`src/rtl/pwm_pkg.sv`:
```
`timescale 1ns/1ps
// Shared definitions for the PWM channel.
// Assumes: codes below the prescaler stage count select prescaler taps.
package pwm_pkg;

    // Alignment mode carried by the shadow register
    typedef enum logic {
        ALIGN_LEFT   = 1'b0,
        ALIGN_CENTER = 1'b1
    } align_e;

    // Number of power-of-two prescaler outputs (divide by 1 .. 1024)
    localparam int PWM_PRE_STAGES = 11;

    // Width of the tick select code
    localparam int PWM_SEL_W = 4;

endpackage

```
`src/rtl/pwm_tick_sel.sv`:
```
`timescale 1ns/1ps
// Tick source for the channel counter.
// Free-running prescaler: tap k fires once every 2^k clocks.
// The select code then picks a tap, an auxiliary tick, or nothing.
// Assumes the auxiliary ticks are already one clock wide and synchronous.
module pwm_tick_sel #(
    parameter int PRE_STAGES = pwm_pkg::PWM_PRE_STAGES,
    parameter int SEL_W      = pwm_pkg::PWM_SEL_W
) (
    input  logic             clk,
    input  logic             rst_n,
    input  logic [SEL_W-1:0] sel,
    input  logic             aux_a,
    input  logic             aux_b,
    output logic             tick
);

    localparam int PRE_W = (PRE_STAGES > 1) ? PRE_STAGES - 1 : 1;
    localparam logic [SEL_W-1:0] CODE_AUX_A = SEL_W'(PRE_STAGES);
    localparam logic [SEL_W-1:0] CODE_AUX_B = SEL_W'(PRE_STAGES + 1);

    logic [PRE_W-1:0]      pre_cnt;
    logic [PRE_STAGES-1:0] taps;

    // Free-running prescaler counter
    always_ff @(posedge clk) begin
        if (!rst_n) begin
            pre_cnt <= '0;
        end else begin
            pre_cnt <= pre_cnt + 1'b1;
        end
    end

    // Divide-by-2^k strobes decoded from the low bits of the prescaler
    generate
        for (genvar k = 0; k < PRE_STAGES; k++) begin : g_tap
            if (k == 0) begin : g_div1
                assign taps[k] = 1'b1;
            end else begin : g_divn
                assign taps[k] = &pre_cnt[k-1:0];
            end
        end
    endgenerate

    // Select one tick source from the code
    always_comb begin
        tick = 1'b0;
        for (int k = 0; k < PRE_STAGES; k++) begin
            if (sel == SEL_W'(k)) begin
                tick = taps[k];
            end
        end
        if (sel == CODE_AUX_A) begin
            tick = aux_a;
        end
        if (sel == CODE_AUX_B) begin
            tick = aux_b;
        end
    end

endmodule

```
`src/rtl/pwm_shadow.sv`:
```
`timescale 1ns/1ps
// Shadow copy of the waveform settings.
// Loads on request only, so the active values stay constant within a period.
// Stores a sanitized form: period at least 1, duty at most the period.
module pwm_shadow #(
    parameter int CNT_W = 16
) (
    input  logic             clk,
    input  logic             rst_n,
    input  logic             load,
    input  logic [CNT_W-1:0] prd_i,
    input  logic [CNT_W-1:0] dty_i,
    input  logic             pol_i,
    input  logic             ctr_i,
    output logic [CNT_W-1:0] prd_q,
    output logic [CNT_W-1:0] dty_q,
    output logic             pol_q,
    output pwm_pkg::align_e  ctr_q
);

    logic [CNT_W-1:0] prd_fix;
    logic [CNT_W-1:0] dty_fix;

    // Sanitize incoming values before they are stored
    always_comb begin
        prd_fix = (prd_i == '0) ? CNT_W'(1) : prd_i;
        dty_fix = (dty_i > prd_fix) ? prd_fix : dty_i;
    end

    // Capture the settings at a period boundary or while disabled
    always_ff @(posedge clk) begin
        if (!rst_n) begin
            prd_q <= CNT_W'(1);
            dty_q <= '0;
            pol_q <= 1'b0;
            ctr_q <= pwm_pkg::ALIGN_LEFT;
        end else if (load) begin
            prd_q <= prd_fix;
            dty_q <= dty_fix;
            pol_q <= pol_i;
            ctr_q <= ctr_i ? pwm_pkg::ALIGN_CENTER : pwm_pkg::ALIGN_LEFT;
        end
    end

endmodule

```
`src/rtl/pwm_counter.sv`:
```
`timescale 1ns/1ps
// Period counter with left (wrap) and center (up/down) modes.
// Left: 0..prd-1 then wrap. Center: up 0..prd, down to 0.
// Assumes prd >= 1 (guaranteed by the shadow register).
// wrap is combinational and marks the edge that ends a period.
module pwm_counter #(
    parameter int CNT_W = 16
) (
    input  logic             clk,
    input  logic             rst_n,
    input  logic             en,
    input  logic             tick,
    input  logic [CNT_W-1:0] prd,
    input  pwm_pkg::align_e  ctr,
    output logic [CNT_W-1:0] cnt,
    output logic             up,
    output logic             run,
    output logic             wrap,
    output logic             eop
);

    logic [CNT_W:0] cnt_inc;
    logic           end_hit;

    // Detect the last tick of the current period
    always_comb begin
        cnt_inc = {1'b0, cnt} + 1'b1;
        if (ctr == pwm_pkg::ALIGN_CENTER) begin
            end_hit = !up && (cnt == CNT_W'(1));
        end else begin
            end_hit = (cnt >= prd - 1'b1);
        end
        wrap = en && tick && end_hit;
    end

    // Advance the count and the direction, and register the end strobe
    always_ff @(posedge clk) begin
        if (!rst_n) begin
            cnt <= '0;
            up  <= 1'b1;
            run <= 1'b0;
            eop <= 1'b0;
        end else if (!en) begin
            cnt <= '0;
            up  <= 1'b1;
            run <= 1'b0;
            eop <= 1'b0;
        end else begin
            run <= 1'b1;
            eop <= wrap;
            if (tick) begin
                if (wrap) begin
                    cnt <= '0;
                    up  <= 1'b1;
                end else if (ctr == pwm_pkg::ALIGN_CENTER) begin
                    if (up) begin
                        cnt <= cnt_inc[CNT_W-1:0];
                        if (cnt_inc >= {1'b0, prd}) begin
                            up <= 1'b0;
                        end
                    end else begin
                        cnt <= cnt - 1'b1;
                    end
                end else begin
                    cnt <= cnt_inc[CNT_W-1:0];
                end
            end
        end
    end

endmodule

```
`src/rtl/pwm_compare.sv`:
```
`timescale 1ns/1ps
// Output level decode from counter state and active settings.
// The active part of the period sits at the top of the count range, so
// center mode gives a pulse symmetric about the period midpoint.
// Purely combinational; every input comes from a register.
module pwm_compare #(
    parameter int CNT_W = 16
) (
    input  logic [CNT_W-1:0] cnt,
    input  logic             up,
    input  logic             run,
    input  logic [CNT_W-1:0] prd,
    input  logic [CNT_W-1:0] dty,
    input  logic             pol,
    input  pwm_pkg::align_e  ctr,
    output logic             out
);

    logic [CNT_W-1:0] edge_pt;
    logic             opp;

    // Choose start or opposite level for the current count
    always_comb begin
        edge_pt = prd - dty;
        if (ctr == pwm_pkg::ALIGN_CENTER && !up) begin
            opp = (cnt > edge_pt);
        end else begin
            opp = (cnt >= edge_pt);
        end
        out = pol ^ (run && opp);
    end

endmodule

```
`src/rtl/pwm_channel.sv`:
```
`timescale 1ns/1ps
// Single PWM channel: tick select, settings shadow, counter, output decode.
// Settings are taken into use at period ends, or at any edge while disabled.
// Both outputs come from registers, so they lag their cause by one clock.
module pwm_channel #(
    parameter int CNT_W      = 16,
    parameter int PRE_STAGES = pwm_pkg::PWM_PRE_STAGES,
    parameter int SEL_W      = pwm_pkg::PWM_SEL_W
) (
    input  logic             clk,
    input  logic             rst_n,
    input  logic             en,
    input  logic [SEL_W-1:0] clk_sel,
    input  logic             aux_tick_a,
    input  logic             aux_tick_b,
    input  logic [CNT_W-1:0] period,
    input  logic [CNT_W-1:0] duty,
    input  logic             start_high,
    input  logic             center_mode,
    output logic             pwm_out,
    output logic             period_end
);

    logic             tick;
    logic             load;
    logic [CNT_W-1:0] prd_q;
    logic [CNT_W-1:0] dty_q;
    logic             pol_q;
    pwm_pkg::align_e  ctr_q;
    logic [CNT_W-1:0] cnt;
    logic             up;
    logic             run;
    logic             wrap;

    // Shadow load at period end, or continuously while disabled
    assign load = !en || wrap;

    pwm_tick_sel #(
        .PRE_STAGES (PRE_STAGES),
        .SEL_W      (SEL_W)
    ) u_tick (
        .clk   (clk),
        .rst_n (rst_n),
        .sel   (clk_sel),
        .aux_a (aux_tick_a),
        .aux_b (aux_tick_b),
        .tick  (tick)
    );

    pwm_shadow #(
        .CNT_W (CNT_W)
    ) u_shadow (
        .clk   (clk),
        .rst_n (rst_n),
        .load  (load),
        .prd_i (period),
        .dty_i (duty),
        .pol_i (start_high),
        .ctr_i (center_mode),
        .prd_q (prd_q),
        .dty_q (dty_q),
        .pol_q (pol_q),
        .ctr_q (ctr_q)
    );

    pwm_counter #(
        .CNT_W (CNT_W)
    ) u_cnt (
        .clk   (clk),
        .rst_n (rst_n),
        .en    (en),
        .tick  (tick),
        .prd   (prd_q),
        .ctr   (ctr_q),
        .cnt   (cnt),
        .up    (up),
        .run   (run),
        .wrap  (wrap),
        .eop   (period_end)
    );

    pwm_compare #(
        .CNT_W (CNT_W)
    ) u_cmp (
        .cnt (cnt),
        .up  (up),
        .run (run),
        .prd (prd_q),
        .dty (dty_q),
        .pol (pol_q),
        .ctr (ctr_q),
        .out (pwm_out)
    );

endmodule

```
`config.mk`:
```
export PLATFORM = sky130hd
export DESIGN_NAME = pwm_channel
export DESIGN_NICKNAME = d
export VERILOG_FILES = /design/src/rtl/pwm_pkg.sv /design/src/rtl/pwm_tick_sel.sv /design/src/rtl/pwm_shadow.sv /design/src/rtl/pwm_counter.sv /design/src/rtl/pwm_compare.sv /design/src/rtl/pwm_channel.sv
export SDC_FILE = /design/constraint.sdc
export NUM_CORES = 1
export LEC_CHECK = 0
export CORE_ASPECT_RATIO = 0.8
export CORE_MARGIN = 3
export CORE_UTILIZATION = 60
export CTS_CLUSTER_DIAMETER = 120
export DETAILED_ROUTE_END_ITERATION = 16
export PLACE_DENSITY = 0.93
export SYNTH_ARGS = -nofsm -noshare
export SYNTH_HDL_FRONTEND = slang
export SYNTH_SLANG_ARGS = --single-unit
```
`constraint.sdc`:
```
create_clock -name clk -period 13.51 [get_ports clk]
set_input_delay 3.3775 -clock clk [delete_from_list [all_inputs] [get_ports clk]]
set_output_delay 3.3775 -clock clk [all_outputs]
set_load 0.005 [all_outputs]
```
==> results of run 1 <==
cell type report:
class,count,share of cell area (%)
Timing Repair Buffer,48,7.07
Clock buffer,10,3.44
Clock inverter,6,0.921
Multi-Input combinational cell,591,64.1
Inverter,59,3.33
Sequential cell,63,18.9
Tap cell,115,2.16
worst max-delay path, delay by kind of cell (launching register included):
kind	cells	cell delay (ps)
AOI/OAI and AO/OA	9	2040
xor gates and xnor gates	2	270
adders and majority gates	3	930
buffers and inverters	3	700
DFF	1	330
and+or+nand+nor	3	380
logic make-up after synthesis:
group,synth area share [%]
buf+inv,6.36
mux,3.60
flops,21.4
xor+xnor,7.27
fa+ha+maj,18.8
compound gates,19.2
simple gates,23.4
state kept, by name (all words and copies together), names as in the netlist, 10 cells and up:
signal / flops
u_cnt.cnt: 16
u_shadow.dty_q: 16
u_shadow.prd_q: 16
u_tick.pre_cnt: 10
cells in the mapped netlist, drive strengths merged (3+ instances only):
master / instances
o22ai: 4
nor2b: 11
dfxtp: 63
nand3b: 8
nand4: 16
clkbuf: 23
nor3: 17
mux2i: 19
o211a: 15
and3: 5
nand2: 63
buf: 9
nor2: 43
nand2b: 14
o21ai: 44
xnor2: 33
and4: 3
nor4: 14
ha: 87
and2: 30
a21o: 6
o211ai: 20
inv: 59
nand3: 20
or4: 3
xor2: 16
o21a: 6
a21oi: 45
or3: 8
layer usage:
metal	track usage (%)	up-vias	wire length [um]
met5	0	-	0
met4	11.4	0	435
met3	6.92	42	1280
met2	47.1	228	7590
met1	36.3	2625	6750
li1	-	2736	-
cell usage in the layout (no fill, tap or decap), drive strengths merged, types with 14 or more instances in the layout:
| cell type | count |
|---|---|
| and2 | 30 |
| inv | 59 |
| nor2 | 43 |
| o21ai | 44 |
| nand3 | 20 |
| nand4 | 16 |
| nor3 | 17 |
| nand2b | 14 |
| xnor2 | 33 |
| a21oi | 45 |
| xor2 | 16 |
| mux2i | 19 |
| clkdlybuf4s50 | 44 |
| o211a | 15 |
| ha | 87 |
| nor4 | 14 |
| nand2 | 63 |
| o211ai | 20 |
| dfxtp | 63 |
power by group through the flow:
stage | Clock, mW | Sequential, mW | Combinational [mW]
floorplan | 0 | 0.204 | 0.121
global placement | 0 | 0.206 | 0.161
detailed placement | 0 | 0.206 | 0.168
CTS | 0.231 | 0.203 | 0.171
global route | 0.239 | 0.204 | 0.193
finish | 0.230 | 0.203 | 0.175
per-stage QoR:
stage / setup slack (ps) / util [%]
6_report: 5140 / 71.5
5_1_grt: 4760 / 71.5
4_1_cts: 5180 / 71.5
3_5_place_dp: 5650 / 68.4
3_3_place_gp: 5790 / 68.4
2_1_floorplan: 6520 / -
worst min-delay path by stage:
stage                            startpoint                end  slack [ps]  cells after the start
final                     u_tick.pre_cnt[0]  u_tick.pre_cnt[0]         490                      1
after global routing      u_tick.pre_cnt[0]  u_tick.pre_cnt[0]         500                      1
after CTS                 u_tick.pre_cnt[0]  u_tick.pre_cnt[0]         490                      1
after detailed placement  u_tick.pre_cnt[0]  u_tick.pre_cnt[0]         470                      1
after global placement    u_tick.pre_cnt[0]  u_tick.pre_cnt[0]         460                      1
after floorplan           u_tick.pre_cnt[0]  u_tick.pre_cnt[0]         440                      1
==> impl_metrics.toml, run 1 <==
[status]
outcome = "complete, no violations"

[critical_path]
slowest_stage = "clkdlybuf4s50_1"
crit_end = "pwm_out"
crit_path_start = "u_shadow.prd_q[0]"
r2r_start = "u_shadow.prd_q[1]"
cp.arrival_ps = 4990
crit_top_cell = "a21oi_1"
path_class = "flop to output pin"
cp_slowest_stage_delay_ps = 520
path_cells = "inv_1, ha_1, inv_1, fa_1, a21o_1, a21oi_1, o211ai_1, o41a_1, o41a_1, a21o_1, a21oi_1, xor2_1, ha_1, nand4_1, nor2_1, a21oi_1, o22ai_1, nand3_1, xnor2_1, clkdlybuf4s50_1"
r2r_slack_ps = 8750
timing.rr.end = "u_shadow.prd_q[3]"
cp-start-kind = "flop"
cp_max_fo = 4
r2r_cells = 16
required_ps = 10130
cp-end-kind = "output pin"

[power]
p_clk_share_pct = 37.8
vdd_drop_max_mv = 0.0890
p_sw_mw = 0.194
pwr-share-comb_pct = 28.8
total_power_mw = 0.608
leakagePower_nw = 3.00
p_sw_share_pct = 32.0
p_per_area_mw_per_mm2 = 91.3
p_int_mw = 0.413
p_seq_share_pct = 33.4

[route]
drc = 0
vias = 5631
drt_iter0_drc = 446
antenna_left = 0
viasPerCell = 6.31
wl_per_cell_um = 18.0
drt_wl_total_mm = 16.1
first_pass_iters = 5

[cts]
cts_resized = 0
post_cts_buffers = 0
clk_latency_ps = 330
cts_tree = "built"
path_clk_slew_ps = 60
h-tree-depth = 3
clock-root-buffer = "clkbuf_16"
cts_buffer_depth = 2
clock_sinks = 63
cts_buffers = 9
cts_hold_buf = 0

[job]
drv_cap = 0

[yosys]
yosysTopAreaCell = "dfxtp_1"
yosys_warnings = 0
ys_types = 63
synth-seq-cells = 63
ys_seq_area_share_pct = 21.4
syn_nets = 876
synth_top_cell_area_share_pct = 21.4
synth_cells = 745
synth_area_mm2 = 0.00591
syn_avg_cell_area_um2 = 7.93
ys_async_sr_fraction_pct = 0
synth-edff-count = 0
synth_area_leaders = "dfxtp_1, ha_1, xnor2_1"
synthFlopType = "dfxtp_1"

[floorplanning]
core_mm2 = 0.00931
fp.dieW_um = 117
die-area_mm2 = 0.0111
ios = 45
rows = 31
initial_core_util_pct = 63.4
die_y_um = 94.7

[sta]
fin_hold_ws_ps = 487
setup_tns_ps = 0
setup_viol = 0
relSlewSlack_pct = 41.9
maxSlewViolCount = 0
tightest_slew_ps = 868
fmax_mhz = 120
hold_violations = 0
min_period_ps = 8370
rsz0062_at_grt = "no"
fin_worst_skew_ps = 5.85
fin_crit_sh_pct = 61.9

[grt]
grt_max_degree = 48
grt_pass1_vias = 5289
antenna_found_initial = 0
grt-ovfl-total = 0
gr-usage-all-layers_pct = 28.8
grt_pass1_wl_mm = 25.1

[cells_and_area]
seq_area_mm2 = 0.00126
finalNetCount = 903
nFillCells = 692
area_growth_pct = 12.7
multiInputGateArea_mm2 = 0.00427
drive_above_1_share_pct = 3.60
n_antenna_cell = 0
fin_area_mm2 = 0.00666
fin_cells = 892

[placed_design]
io_buffers = 44
dpl-instance-area_mm2 = 0.00637
globalplace.congestion = 0.939
post-place-cells = 876
place_hpwl_mm = 12.1

[worst_hold_path]
hp-class = "flop to flop"
(Power assumes the default switching activity.)
==> run 2, diff against run 1 <==
- clock period: 13.51 -> 8.5 ns (I/O delays scaled with it)
==> run 2 against run 1 <==
Effect of this change: register-to-register slack lost 5000 ps; clock skew grew 0.83 ps; cell count is the same; via count grew 0.57%; worst hold slack lost 2.2 ps; routed wire length is essentially flat; clock power grew 88%; cell area grew 0.83%; sequential power grew 59%; critical path type unchanged; critical endpoint unchanged; largest cell class unchanged.
==> impl_metrics.toml, run 2 (same netlist as run 1, synthesis figures left out) <==
[status]
outcome = "complete, no violations"

[grt]
gr-usage-all-layers_pct = 29.6
antenna_found_initial = 0
grt-ovfl-total = 0
grt_pass1_vias = 5438
grt_max_degree = 48
grt_pass1_wl_mm = 25.9

[power]
leakagePower_nw = 3.02
p_per_area_mw_per_mm2 = 154
vdd_drop_max_mv = 0.111

[worst_hold_path]
hp-class = "flop to flop"
hold_depth = 1
hold_start = "u_tick.pre_cnt[0]"

[route]
vias = 5663
drt_wl_total_mm = 16.1
drc = 0
antenna_left = 0
wl_per_cell_um = 18.0
drt_iter0_drc = 567
viasPerCell = 6.35
first_pass_iters = 5

[placed_design]
place_hpwl_mm = 12.1
io_buffers = 44
dp_slack_ps = 1890
globalplace.congestion = 0.939

[critical_path]
crit_path_start = "u_shadow.prd_q[0]"
r2r_start = "u_shadow.prd_q[1]"
path_class = "flop to output pin"
cp_max_fo = 4
cp.arrival_ps = 4880
cp-end-kind = "output pin"
cp-start-kind = "flop"
required_ps = 6380
r2r_cells = 16

[cells_and_area]
drive_above_1_share_pct = 3.73
finalNetCount = 903
area_growth_pct = 13.6
top_regs = "u_cnt.cnt: 16 flops, u_shadow.dty_q: 16 flops, u_shadow.prd_q: 16 flops"
layout_commonest_cell = "ha_1"
nFillCells = 665
final_cell_mix = "ha_1, nand2_1, dfxtp_1"
n_antenna_cell = 0

[sta]
fmax_mhz = 143
setup_tns_ps = 0
fin_crit_sh_pct = 82.5
fin_worst_skew_ps = 6.68
tightest_slew_ps = 873
min_period_ps = 7010
maxSlewViolCount = 0
hold_violations = 0
setup_ws_ps = 1490
setup_viol = 0
rsz0062_at_grt = "no"
relSlewSlack_pct = 41.6

[cts]
h-tree-depth = 3
cts_buffers = 9
cts_tree = "built"
clock_sinks = 63
cts_buffer_depth = 2
post_cts_buffers = 0
path_clk_slew_ps = 60
cts_resized = 0
clock-root-buffer = "clkbuf_16"
cts_hold_buf = 0
clk_latency_ps = 340

[floorplanning]
core_mm2 = 0.00931
ios = 45
rows = 31
die_y_um = 94.7
initial_core_util_pct = 63.4
fp.dieW_um = 117
die-area_mm2 = 0.0111

[job]
drv_cap = 0
[run 2: layout make-up]
type                    instances  area [um2]  area share [%]
flip-flops and latches         63        1260            18.8
repair buffers                 48         470            7.01
multi-input cells             591        4270            63.6
well taps                     115         144            2.14
clock buffers                   9         225            3.36
clock inverters                 7         120            1.79
inverters                      59         221            3.30
[run 2: final timing paths]
| check | to | slack, ps |
|---|---|---|
| worst max-delay path | pwm_out | 1490 |
| worst max register to register | u_shadow.dty_q[7] | 3770 |
| worst min-delay path | u_tick.pre_cnt[0] | 480 |
| worst min register to register | u_tick.pre_cnt[0] | 480 |
[run 2: per-layer routing]
metal | wire (um) | global-route usage, %
met4 | 391 | 8.88
met2 | 7670 | 49.6
met1 | 6670 | 37.5
met5 | 0 | 0
met3 | 1320 | 7.24
[run 2: power by group]
group	internal [mW]	switching, mW	total (mW)
registers	0.309	0.0132	0.323
logic	0.121	0.156	0.277
clock network	0.287	0.145	0.432
total	0.718	0.314	1.03
[run 2: metrics by stage]
stage	hold WS (ps)	std cells	util [%]	total power, mW	cell area [um2]
floorplan	442	745	-	0.517	5910
global placement	459	876	68.4	0.582	6370
detailed placement	474	876	68.4	0.595	6370
CTS	491	892	72.1	1.03	6710
global route	502	892	72.1	1.08	6710
finish	485	892	72.1	1.03	6710
[run 2: critical path, cell delays in order (launching register included)]
cell and delay, ps:
dfxtp_1 340, inv_1 120, ha_1 180, inv_1 60, fa_1 400, a21o_1 180
a21oi_1 210, o211ai_1 210, o41a_1 440, o41a_1 370, a21o_1 200, a21oi_1 180
xor2_1 100, ha_1 300, nand4_1 90, nor2_1 130, a21oi_1 90, o22ai_1 150
nand3_1 130, xnor2_1 150, clkdlybuf4s50_1 520
==> run 3, diff against run 2 <==
- clock period: 8.5 -> 6.87 ns (I/O delays scaled with it)
==> run 3 against run 2 <==
Effect of this change: worst hold slack better by 11 ps; largest cell class unchanged; sequential power up 24%; clock skew decreased by 0.80 ps; total power is 14% higher; highest routed layer unchanged; global-route usage fell by 0.82 points.
==> impl_metrics.toml, run 3 (same netlist as run 1, synthesis figures left out) <==
[grt]
grtUsageMet3_pct = 6.79
grt_util_met1_pct = 36.2
grt-ovfl-total = 0
gr-usage-met2_pct = 48.6
grt_pass1_vias = 5342
grt_pass1_wl_mm = 25.2
grt_max_degree = 48
gr-usage-all-layers_pct = 28.7
grt.busiest_layer = "met2"
antenna_found_initial = 0

[floorplanning]
fp.dieW_um = 117
initial_core_util_pct = 63.4
die-area_mm2 = 0.0111
rows = 31
core_mm2 = 0.00931
die_y_um = 94.7
ios = 45

[cts]
cts_buffers = 9
h-tree-depth = 3
path_clk_slew_ps = 60
clk_latency_ps = 340
cts_hold_buf = 0
clock_sinks = 63
cts_tree = "built"
cts_resized = 0
cts_buffer_depth = 2
clock-root-buffer = "clkbuf_16"

[placed_design]
globalplace.congestion = 0.960
place_hpwl_mm = 12.0
io_buffers = 44
dp_slack_ps = 701

[route]
drc = 0
viasPerCell = 6.28
wl_per_cell_um = 17.3
drt_iter0_drc = 373
vias = 5607
first_pass_iters = 5
antenna_left = 0
drt_wl_total_mm = 15.5

[cells_and_area]
layout_commonest_cell = "ha_1"
n_antenna_cell = 0
top_regs = "u_cnt.cnt: 16 flops, u_shadow.dty_q: 16 flops, u_shadow.prd_q: 16 flops"
finalNetCount = 904
final_cell_mix = "ha_1, nand2_1, dfxtp_1"
area_growth_pct = 12.8
drive_above_1_share_pct = 3.86

[job]
drv_cap = 0

[critical_path]
cp.arrival_ps = 4840
cp_max_fo = 4
cp-end-kind = "output pin"
required_ps = 5150
cp-start-kind = "flop"
path_class = "flop to output pin"

[sta]
min_period_ps = 6550
fin_worst_skew_ps = 5.88
relSlewSlack_pct = 41.5
fin_crit_sh_pct = 95.4
fmax_mhz = 153
rsz0062_at_grt = "no"
setup_ws_ps = 315
setup_viol = 0
setup_tns_ps = 0
hold_violations = 0
maxSlewViolCount = 0
tightest_slew_ps = 874

[power]
p_per_area_mw_per_mm2 = 177
leakagePower_nw = 2.99
vdd_drop_max_mv = 0.164

[worst_hold_path]
hp-class = "flop to flop"

[status]
outcome = "complete, no violations"
## run 3: cell types whose count changed in the layout (fill, tap and decap cells not counted), sizes merged
cell and change:
bufinv -3, clkinvlp +2, inv -1, clkbuf +2, buf +1
## run 3: timing repair
item | CTS | global route
endpoints found under the hold margin | 0 | 0
endpoints found under the setup margin | 0 | 1
buffers inserted | 0 | 0
## run 3: worst paths after layout
check                    startpoint                 to  slack [ps]  cells after the start
setup / recovery  u_shadow.prd_q[0]            pwm_out         320                     20
hold / removal    u_tick.pre_cnt[0]  u_tick.pre_cnt[0]         500                      1
setup reg to reg  u_shadow.prd_q[1]  u_shadow.prd_q[3]        2190                     18
hold reg to reg   u_tick.pre_cnt[0]  u_tick.pre_cnt[0]         500                      1
## run 3: metal layers
layer  up-vias  wire (um)
met2       211       7440
met1      2622       6630
met4         0        295
li1       2745          -
met5         -          0
met3        29       1130
## run 3: power by group
part           switching, mW  internal [mW]
logic                  0.191          0.151
registers             0.0162          0.383
clock network          0.174          0.262
## run 3: final cells by class
class | instances | area, um2
clock buffers | 11 | 253
clock inverters | 5 | 32.5
fillers | 703 | 2650
inverters | 59 | 221
multi-input cells | 591 | 4270
flip-flops and latches | 63 | 1260
well taps | 115 | 144
repair buffers | 49 | 478
## run 3: metrics by stage
stage	total power, mW	hold WS [ps]	cells	cell area, um2	utilization (%)
2_1_floorplan	0.640	442	745	5910	-
3_3_place_gp	0.720	459	877	6370	68.5
3_5_place_dp	0.736	479	877	6370	68.5
4_1_cts	1.17	498	893	6660	71.5
5_1_grt	1.24	518	893	6660	71.5
6_report	1.18	495	893	6660	71.5
## run 3: critical path, stage by stage, from the launching register on
cell,delay (ps)
dfxtp_1,340
inv_1,120
ha_1,170
inv_1,50
fa_1,410
a21o_1,180
a21oi_1,220
o211ai_1,190
o41a_1,430
o41a_1,360
a21o_1,190
a21oi_1,160
xor2_1,100
ha_1,290
nand4_1,90
nor2_1,140
a21oi_1,80
o22ai_1,150
nand3_1,140
xnor2_1,160
clkdlybuf4s50_1,520
